--- src/rtl/roi_seq_pkg.sv ---
package roi_seq_pkg;

   typedef enum logic [4:0] {
      ST_IDLE, ST_ARM,
      ST_YSU, ST_YLD, ST_YHO,
      ST_SYNCY, ST_CALD, ST_CAL,
      ST_RSEL, ST_RSTD, ST_RST, ST_RRD, ST_LRD, ST_LR, ST_CYF,
      ST_XSU, ST_XLD, ST_XHO,
      ST_SYNCX, ST_XHI, ST_XLO
   } seq_st_t;

   localparam int AXIS_X = 0;
   localparam int AXIS_Y = 1;
   localparam int N_AXES = 2;

endpackage

--- src/rtl/roi_phase_timer.sv ---
module roi_phase_timer #(
   parameter int TW = 8
) (
   input  logic          clk,
   input  logic          rst_n,
   input  logic          restart,
   input  logic [TW-1:0] len,
   output logic [TW-1:0] cnt,
   output logic          last
);

   always_ff @(posedge clk) begin
      if (!rst_n)       cnt <= '0;
      else if (restart) cnt <= '0;
      else              cnt <= cnt + 1'b1;
   end

   assign last = (cnt == len - 1'b1);

   AST_TIMER_WRAP: assert property (@(posedge clk) disable iff (!rst_n)
      (last && restart) |=> (cnt == '0));

endmodule

--- src/rtl/roi_start_cache.sv ---
module roi_start_cache
   import roi_seq_pkg::*;
#(
   parameter int AW = 10
) (
   input  logic              clk,
   input  logic              rst_n,
   input  logic [N_AXES-1:0] commit,
   input  logic [AW-1:0]     val_x,
   input  logic [AW-1:0]     val_y,
   output logic [N_AXES-1:0] need
);

   for (genvar a = 0; a < N_AXES; a++) begin : g_axis
      logic [AW-1:0] cur;
      logic [AW-1:0] last_q;
      logic          vld_q;

      assign cur = (a == AXIS_X) ? val_x : val_y;

      always_ff @(posedge clk) begin
         if (!rst_n) begin
            last_q <= '0;
            vld_q  <= 1'b0;
         end else if (commit[a]) begin
            last_q <= cur;
            vld_q  <= 1'b1;
         end
      end

      assign need[a] = !vld_q || (last_q != cur);

      AST_COMMIT_CLEARS: assert property (@(posedge clk) disable iff (!rst_n)
         (commit[a] && $stable(cur)) |=> !need[a]);
   end

endmodule

--- src/rtl/roi_pix_out.sv ---
module roi_pix_out #(
   parameter int DW = 10
) (
   input  logic          clk,
   input  logic          rst_n,
   input  logic          cap,
   input  logic          first,
   input  logic          last_col,
   input  logic [DW-1:0] din,
   output logic [DW-1:0] dout,
   output logic          valid,
   output logic          sof,
   output logic          eol
);

   always_ff @(posedge clk) begin
      if (!rst_n) begin
         dout  <= '0;
         valid <= 1'b0;
         sof   <= 1'b0;
         eol   <= 1'b0;
      end else begin
         valid <= cap;
         sof   <= cap && first;
         eol   <= cap && last_col;
         if (cap) dout <= din;
      end
   end

   AST_MARK_NEEDS_VALID: assert property (@(posedge clk) disable iff (!rst_n)
      (sof || eol) |-> valid);

endmodule

--- src/rtl/roi_readout_seq.sv ---
module roi_readout_seq
   import roi_seq_pkg::*;
#(
   parameter int AW       = 10,
   parameter int CW       = 8,
   parameter int DW       = 10,
   parameter int TW       = 8,
   parameter int P_ASU    = 1,
   parameter int P_ALD    = 2,
   parameter int P_AHO    = 1,
   parameter int P_SYNCY  = 50,
   parameter int P_CALD   = 5,
   parameter int P_CALW   = 20,
   parameter int P_SEL    = 10,
   parameter int P_RSTD   = 2,
   parameter int P_RSTW   = 5,
   parameter int P_RD     = 80,
   parameter int P_LRD    = 4,
   parameter int P_LRW    = 10,
   parameter int P_CYF    = 5,
   parameter int P_SX     = 2,
   parameter int P_XH     = 4,
   parameter int P_XL     = 14,
   parameter int P_ADC    = 13,
   parameter int P_CY_MIN = 50
) (
   input  logic          clk,
   input  logic          rst_n,
   input  logic          frame_start,
   input  logic [AW-1:0] roi_x,
   input  logic [AW-1:0] roi_y,
   input  logic [CW-1:0] roi_w,
   input  logic [CW-1:0] roi_h,
   input  logic [DW-1:0] adc_data,
   output logic [AW-1:0] addr_bus,
   output logic          ld_col,
   output logic          ld_row,
   output logic          sync_col,
   output logic          sync_row,
   output logic          row_clk,
   output logic          row_reset,
   output logic          row_select,
   output logic          row_read,
   output logic          side_sel,
   output logic          cal_pulse,
   output logic          pix_clk,
   output logic          adc_clk,
   output logic          busy,
   output logic [DW-1:0] pix_data,
   output logic          pix_valid,
   output logic          pix_sof,
   output logic          pix_eol
);

   localparam int ROW_HIGH = P_SEL + P_RSTD + P_RSTW + P_RD + P_LRD + P_LRW + P_CYF;
   localparam int LEN_LIM  = 2 ** TW;

   // elaboration-time parameter checks
   if (AW < 1 || CW < 1 || DW < 1) begin : g_bad_width
      $error("roi_readout_seq: widths must be positive");
   end
   if (P_ADC < 1 || P_ADC >= P_XL) begin : g_bad_adc
      $error("roi_readout_seq: capture delay must fit inside the low phase");
   end
   if (ROW_HIGH < P_CY_MIN) begin : g_bad_rowclk
      $error("roi_readout_seq: row clock high time below its minimum");
   end
   if (P_ASU < 1 || P_ALD < 1 || P_AHO < 1 || P_SX < 1 || P_XH < 1 ||
       P_SYNCY < 1 || P_CALD < 1 || P_CALW < 1 || P_SEL < 1 || P_RSTD < 1 ||
       P_RSTW < 1 || P_RD < 1 || P_LRD < 1 || P_LRW < 1 || P_CYF < 1) begin : g_bad_zero
      $error("roi_readout_seq: every phase needs at least one cycle");
   end
   if (P_SYNCY >= LEN_LIM || P_RD >= LEN_LIM || P_CALW >= LEN_LIM ||
       P_XL >= LEN_LIM || P_SEL >= LEN_LIM || P_LRW >= LEN_LIM) begin : g_bad_tw
      $error("roi_readout_seq: phase length exceeds timer width");
   end

   seq_st_t st, nxt;
   logic [AW-1:0] cfg_x, cfg_y, addr_q;
   logic [CW-1:0] cfg_w, cfg_h, row_idx, col_idx;
   logic [TW-1:0] len, cnt;
   logic          t_last, go, adv, last_col, last_row, cap;
   logic [N_AXES-1:0] need, commit;

   assign go  = frame_start && (roi_w != '0) && (roi_h != '0);
   assign adv = (st == ST_IDLE) ? go : t_last;

   always_comb begin
      unique case (st)
         ST_YSU, ST_XSU:   len = TW'(P_ASU);
         ST_YLD, ST_XLD:   len = TW'(P_ALD);
         ST_YHO, ST_XHO:   len = TW'(P_AHO);
         ST_SYNCY:         len = TW'(P_SYNCY);
         ST_CALD:          len = TW'(P_CALD);
         ST_CAL:           len = TW'(P_CALW);
         ST_RSEL:          len = TW'(P_SEL);
         ST_RSTD:          len = TW'(P_RSTD);
         ST_RST:           len = TW'(P_RSTW);
         ST_RRD:           len = TW'(P_RD);
         ST_LRD:           len = TW'(P_LRD);
         ST_LR:            len = TW'(P_LRW);
         ST_CYF:           len = TW'(P_CYF);
         ST_SYNCX:         len = TW'(P_SX);
         ST_XHI:           len = TW'(P_XH);
         ST_XLO:           len = TW'(P_XL);
         default:          len = TW'(1);
      endcase
   end

   roi_phase_timer #(.TW(TW)) u_timer (
      .clk(clk), .rst_n(rst_n), .restart(adv || (st == ST_IDLE)),
      .len(len), .cnt(cnt), .last(t_last)
   );

   assign last_col = (col_idx == cfg_w - 1'b1);
   assign last_row = (row_idx == cfg_h - 1'b1);

   always_comb begin
      nxt = st;
      case (st)
         ST_IDLE:  nxt = ST_ARM;
         ST_ARM:   nxt = need[AXIS_Y] ? ST_YSU : ST_SYNCY;
         ST_YSU:   nxt = ST_YLD;
         ST_YLD:   nxt = ST_YHO;
         ST_YHO:   nxt = ST_SYNCY;
         ST_SYNCY: nxt = ST_CALD;
         ST_CALD:  nxt = ST_CAL;
         ST_CAL:   nxt = ST_RSEL;
         ST_RSEL:  nxt = ST_RSTD;
         ST_RSTD:  nxt = ST_RST;
         ST_RST:   nxt = ST_RRD;
         ST_RRD:   nxt = ST_LRD;
         ST_LRD:   nxt = ST_LR;
         ST_LR:    nxt = ST_CYF;
         ST_CYF:   nxt = (row_idx == '0 && need[AXIS_X]) ? ST_XSU : ST_SYNCX;
         ST_XSU:   nxt = ST_XLD;
         ST_XLD:   nxt = ST_XHO;
         ST_XHO:   nxt = ST_SYNCX;
         ST_SYNCX: nxt = ST_XHI;
         ST_XHI:   nxt = ST_XLO;
         ST_XLO:   nxt = !last_col ? ST_XHI : (last_row ? ST_IDLE : ST_RSEL);
         default:  nxt = ST_IDLE;
      endcase
   end

   always_ff @(posedge clk) begin
      if (!rst_n) begin
         st      <= ST_IDLE;
         cfg_x   <= '0;
         cfg_y   <= '0;
         cfg_w   <= '0;
         cfg_h   <= '0;
         row_idx <= '0;
         col_idx <= '0;
         addr_q  <= '0;
      end else if (adv) begin
         st <= nxt;
         if (st == ST_IDLE) begin
            cfg_x   <= roi_x;
            cfg_y   <= roi_y;
            cfg_w   <= roi_w;
            cfg_h   <= roi_h;
            row_idx <= '0;
            col_idx <= '0;
         end
         if (st == ST_XLO) begin
            col_idx <= last_col ? '0 : col_idx + 1'b1;
            if (last_col) row_idx <= row_idx + 1'b1;
         end
         if (nxt == ST_YSU) addr_q <= cfg_y;
         if (nxt == ST_XSU) addr_q <= cfg_x;
      end
   end

   assign commit[AXIS_X] = adv && (st == ST_XHO);
   assign commit[AXIS_Y] = adv && (st == ST_YHO);

   roi_start_cache #(.AW(AW)) u_cache (
      .clk(clk), .rst_n(rst_n), .commit(commit),
      .val_x(cfg_x), .val_y(cfg_y), .need(need)
   );

   assign cap = (st == ST_XLO) && (cnt == TW'(P_ADC));

   roi_pix_out #(.DW(DW)) u_pix (
      .clk(clk), .rst_n(rst_n), .cap(cap),
      .first(row_idx == '0 && col_idx == '0), .last_col(last_col),
      .din(adc_data), .dout(pix_data), .valid(pix_valid),
      .sof(pix_sof), .eol(pix_eol)
   );

   assign addr_bus   = addr_q;
   assign ld_col     = (st == ST_XLD);
   assign ld_row     = (st == ST_YLD);
   assign sync_row   = (st == ST_SYNCY);
   assign cal_pulse  = (st == ST_CAL);
   assign row_clk    = st inside {ST_RSEL, ST_RSTD, ST_RST, ST_RRD, ST_LRD, ST_LR, ST_CYF};
   assign row_select = (st == ST_RSEL);
   assign row_read   = st inside {ST_RSEL, ST_RSTD, ST_RST, ST_RRD};
   assign row_reset  = (st == ST_RST);
   assign side_sel   = (st == ST_LR);
   assign sync_col   = (st == ST_SYNCX);
   assign pix_clk    = st inside {ST_SYNCX, ST_XHI};
   assign adc_clk    = pix_clk;
   assign busy       = (st != ST_IDLE);

   AST_ONE_LOAD_STROBE: assert property (@(posedge clk) disable iff (!rst_n)
      !(ld_col && ld_row));
   AST_BUS_STABLE_IN_LOAD: assert property (@(posedge clk) disable iff (!rst_n)
      (ld_col || ld_row) |-> $stable(addr_bus));
   AST_COL_LOAD_OUTSIDE_ROWCLK: assert property (@(posedge clk) disable iff (!rst_n)
      ld_col |-> !row_clk);
   AST_SYNCX_WHILE_HIGH: assert property (@(posedge clk) disable iff (!rst_n)
      sync_col |-> pix_clk);
   AST_SELECT_FALL_ORDER: assert property (@(posedge clk) disable iff (!rst_n)
      $fell(row_select) |-> (row_clk && row_read && !row_reset));
   AST_SIDE_AFTER_READ: assert property (@(posedge clk) disable iff (!rst_n)
      side_sel |-> (!row_read && row_clk));
   AST_CAL_AFTER_SYNC: assert property (@(posedge clk) disable iff (!rst_n)
      $rose(cal_pulse) |-> !sync_row);
   AST_PIX_IN_FRAME: assert property (@(posedge clk) disable iff (!rst_n)
      pix_valid |-> $past(busy));
   AST_IDLE_QUIET: assert property (@(posedge clk) disable iff (!rst_n)
      !busy |-> !(row_clk || pix_clk || ld_col || ld_row || sync_row));

endmodule

--- config.mk ---
export PLATFORM = sky130hd
export DESIGN_NAME = roi_readout_seq
export DESIGN_NICKNAME = d
export VERILOG_FILES = /design/src/rtl/roi_seq_pkg.sv /design/src/rtl/roi_phase_timer.sv /design/src/rtl/roi_start_cache.sv /design/src/rtl/roi_pix_out.sv /design/src/rtl/roi_readout_seq.sv
export SDC_FILE = /design/constraint.sdc
export NUM_CORES = 1
export LEC_CHECK = 0
export CORE_MARGIN = 2
export CORE_UTILIZATION = 55
export CTS_CLUSTER_SIZE = 24
export DETAILED_ROUTE_END_ITERATION = 6
export GPL_TIMING_DRIVEN = 0
export PLACE_DENSITY = 0.78
export SLEW_MARGIN = 30
export SYNTH_ARGS = -nofsm -noshare
export SYNTH_HDL_FRONTEND = slang
export SYNTH_SLANG_ARGS = --single-unit
--- constraint.sdc ---
create_clock -name clk -period 3.2 [get_ports clk]
set_input_delay 0.48 -clock clk [delete_from_list [all_inputs] [get_ports clk]]
set_output_delay 0.48 -clock clk [all_outputs]
set_load 0.05 [all_outputs]
==> impl_metrics.ini <==
[worst_setup_path]
arrival_ps = 3540
cp_max_fo = 7
worst_setup_path_start_kind = flop
worst_ep_required_time_ps = 3610
critPathCaptureType = flop
worstSetupPathType = reg2reg

[die]
die_y_um = 108.7
fp.coreArea_sq_um = 10750
fp.dieArea_sq_um = 11810
start_util = 0.5609
dieWidth_um = 108.7
rows = 38
io_pins = 85

[detailed_routing]
wirelength_um = 16450
wl_per_cell_um = 16.75
vias = 5664
firstDrtPassIters = 5
final_antenna_net_count = 0
drc_errors = 0
vias_per_cell = 5.768
drtIter0Drc = 529

[timing]
rsz0062_at_grt = true
finalSetupViolCount = 0
fmax_mhz = 319.0
hold_ws_ps = 447.8
fin_skew_ps = 7.987
slew_viol_final = 0
worstMarginPinSlew_ps = 705.6
report.final.hold_viol_count = 0
slew_headroom = 0.5296
setup_tns_ps = 0
finalCriticalPeriod_ps = 3135
finalCritPeriodShare = 0.9797

[global_route]
grt_max_degree = 17
overflow = 0
grt_pass1_vias = 5367
antenna_found_initial = 0
grt_pass1_wl_um = 25910
gr-usage-all-layers = 0.2842

[clock_network]
cts_root_buf = clkbuf_8
h-tree-depth = 4
cts.clk_slew.worst_paths_ps = 50
cts_buffer_depth = 2
cts_hold_buf = 0
cts_tree = built
cts_made_buffers = 17
cts.sinks = 117
clk-insertion-delay-late_ps = 530

[power]
p_switching_w = 0.002323
internal_power_w = 0.003590
swShare = 0.3928
power.leakage_nw = 2.971
p_clk_frac = 0.269
p_seq_frac = 0.323
power.total_w = 0.005912
powerDensity_nw_per_um2 = 770.4
ir_drop_uv = 431.8
combPwrFrac = 0.408

[logic_synthesis]
synth_area_per_cell_sq_um = 8.359
syn_nets = 779
synth_edf_count = 0
ys_warn_count = 0
ys_seq_area_frac = 0.3886
synth-main-ff-cell = dfxtp_1
synth_area_sq_um = 6027
yosysUniqueCellTypes = 77
async_flop_share = 0
synthCells = 721
synth-seq-cells = 117

[layout]
layout_common_cells = dfxtp_1, nand2_1, clkdlybuf4s50_1
post-route-cell-area_sq_um = 7675
final_common_cell = dfxtp_1
seqCellArea_sq_um = 2345
fillers = 848
diodes = 0
finalNetCount = 891
drive_gt1_frac = 0.1069
syn_to_final_growth_pct = 27.34
multi_input_area_sq_um = 3421

[run]
cap_violations = 0

[placement]
portBuffers = 84
place_area_sq_um = 7043
dp_hpwl_um = 11760
gp_congestion = 0.9520

[worst_hold_path]
min_path_type = reg2reg

[status]
status = finished, final reports clean
-- registers in the layout, indices dropped and copies added, names as in the netlist, 10 cells and up --
name / cells
addr_bus: 10
cfg_x: 10
cfg_y: 10
u_cache.g_axis.last_q: 20
u_pix.dout: 10
-- power groups by stage --
stage / logic [W] / clock network (W) / registers [W]
detailed placement: 0.00226 / 0 / 0.00193
finish: 0.00241 / 0.00159 / 0.00191
CTS: 0.00231 / 0.00158 / 0.00190
floorplan: 0.00162 / 0 / 0.00195
global route: 0.00260 / 0.00167 / 0.00193
global placement: 0.00216 / 0 / 0.00192
-- final cells by class --
type | instances | area share
well taps | 140 | 0.02282
multi-input cells | 534 | 0.4457
plain buffers | 44 | 0.03016
inverters | 25 | 0.01223
repair buffers | 94 | 0.1205
clock inverters | 7 | 0.004565
clock buffers | 21 | 0.05853
flip-flops and latches | 117 | 0.3055
-- cell families after synthesis --
kind of cell,after synthesis,synth area share
buf+inv,70,0.05377
xor+xnor,61,0.08864
mux,41,0.06809
flops,117,0.3886
simple gates,291,0.2338
fa+ha+maj,9,0.01868
compound gates,132,0.1484
-- layer usage --
| metal | routed length [um] | global-route usage | vias to the layer above |
|---|---|---|---|
| met3 | 906 | 0.05499 | 47 |
| met5 | 0 | 0 | - |
| met2 | 8372 | 0.5031 | 210 |
| met1 | 6695 | 0.3365 | 2674 |
| li1 | - | - | 2733 |
| met4 | 476 | 0.1172 | 0 |
-- worst paths after layout --
kind | slack (ps) | cells past startpoint | from | end
worst max-delay path | 70 | 11 | row_idx[0] | len[1]
worst min-delay path | 450 | 2 | u_cache.g_axis[0].vld_q | u_cache.g_axis[0].vld_q
worst min register to register | 450 | 2 | u_cache.g_axis[0].vld_q | u_cache.g_axis[0].vld_q
worst max register to register | 70 | 11 | row_idx[0] | len[1]
-- Yosys cell counts (all sizes together) (2+ instances only) --
| master | instances | area, sq um |
|---|---|---|
| dfxtp | 117 | 2342 |
| nand2 | 93 | 351.6 |
| nor2 | 82 | 307.8 |
| a21oi | 65 | 325.3 |
| xnor2 | 49 | 429.2 |
| mux2i | 41 | 410.4 |
| clkbuf | 34 | 138.9 |
| nor3 | 26 | 135.1 |
| inv | 25 | 93.84 |
| nand3 | 24 | 120.1 |
| xor2 | 12 | 105.1 |
| a311oi | 11 | 113.9 |
| buf | 11 | 91.34 |
| nand4 | 11 | 68.82 |
| o21ai | 11 | 55.05 |
| ha | 9 | 112.6 |
| nor4 | 9 | 62.56 |
| a31oi | 7 | 50.05 |
| nand2b | 7 | 53.80 |
| and3 | 5 | 36.28 |
| nor2b | 5 | 38.78 |
| o31ai | 5 | 51.30 |
| or2 | 5 | 31.28 |
| or3b | 5 | 43.80 |
| or3 | 4 | 25.02 |
| a211oi | 3 | 22.52 |
| o211ai | 3 | 22.52 |
| o311a | 3 | 30.03 |
| or4 | 3 | 26.27 |
| a211o | 2 | 17.52 |
| a21o | 2 | 16.27 |
| a22oi | 2 | 15.01 |
| and2 | 2 | 13.77 |
| nand4bb | 2 | 22.52 |
| nor4b | 2 | 17.52 |
| o2111a | 2 | 22.52 |
| o21bai | 2 | 15.01 |
| o31a | 2 | 17.52 |
-- what timing repair did --
action / in CTS / in global routing
pin swaps: 1 / 2
resized for setup: 4 / 21
setup endpoints to repair: 16 / 59
setup buffers: 3 / 7
-- stage by stage --
step	util	worst slack [ps]	std cells
floorplan	-	303.7	721
global placement	0.6554	-193.0	945
detailed placement	0.6554	-239.7	945
CTS	0.7047	-37.40	976
global route	0.7143	-52.45	982
finish	0.7143	65.03	982
-- worst max-delay path: stages (launching register included) --
cell	delay (ps)
dfxtp_2	350
inv_1	60
ha_1	140
or4b_4	480
nor4_4	390
o31ai_4	140
or3_4	390
a311oi_4	300
buf_6	170
mux2i_1	220
nor3_1	70
a211o_1	290
Power figures use the tool's default switching activity.
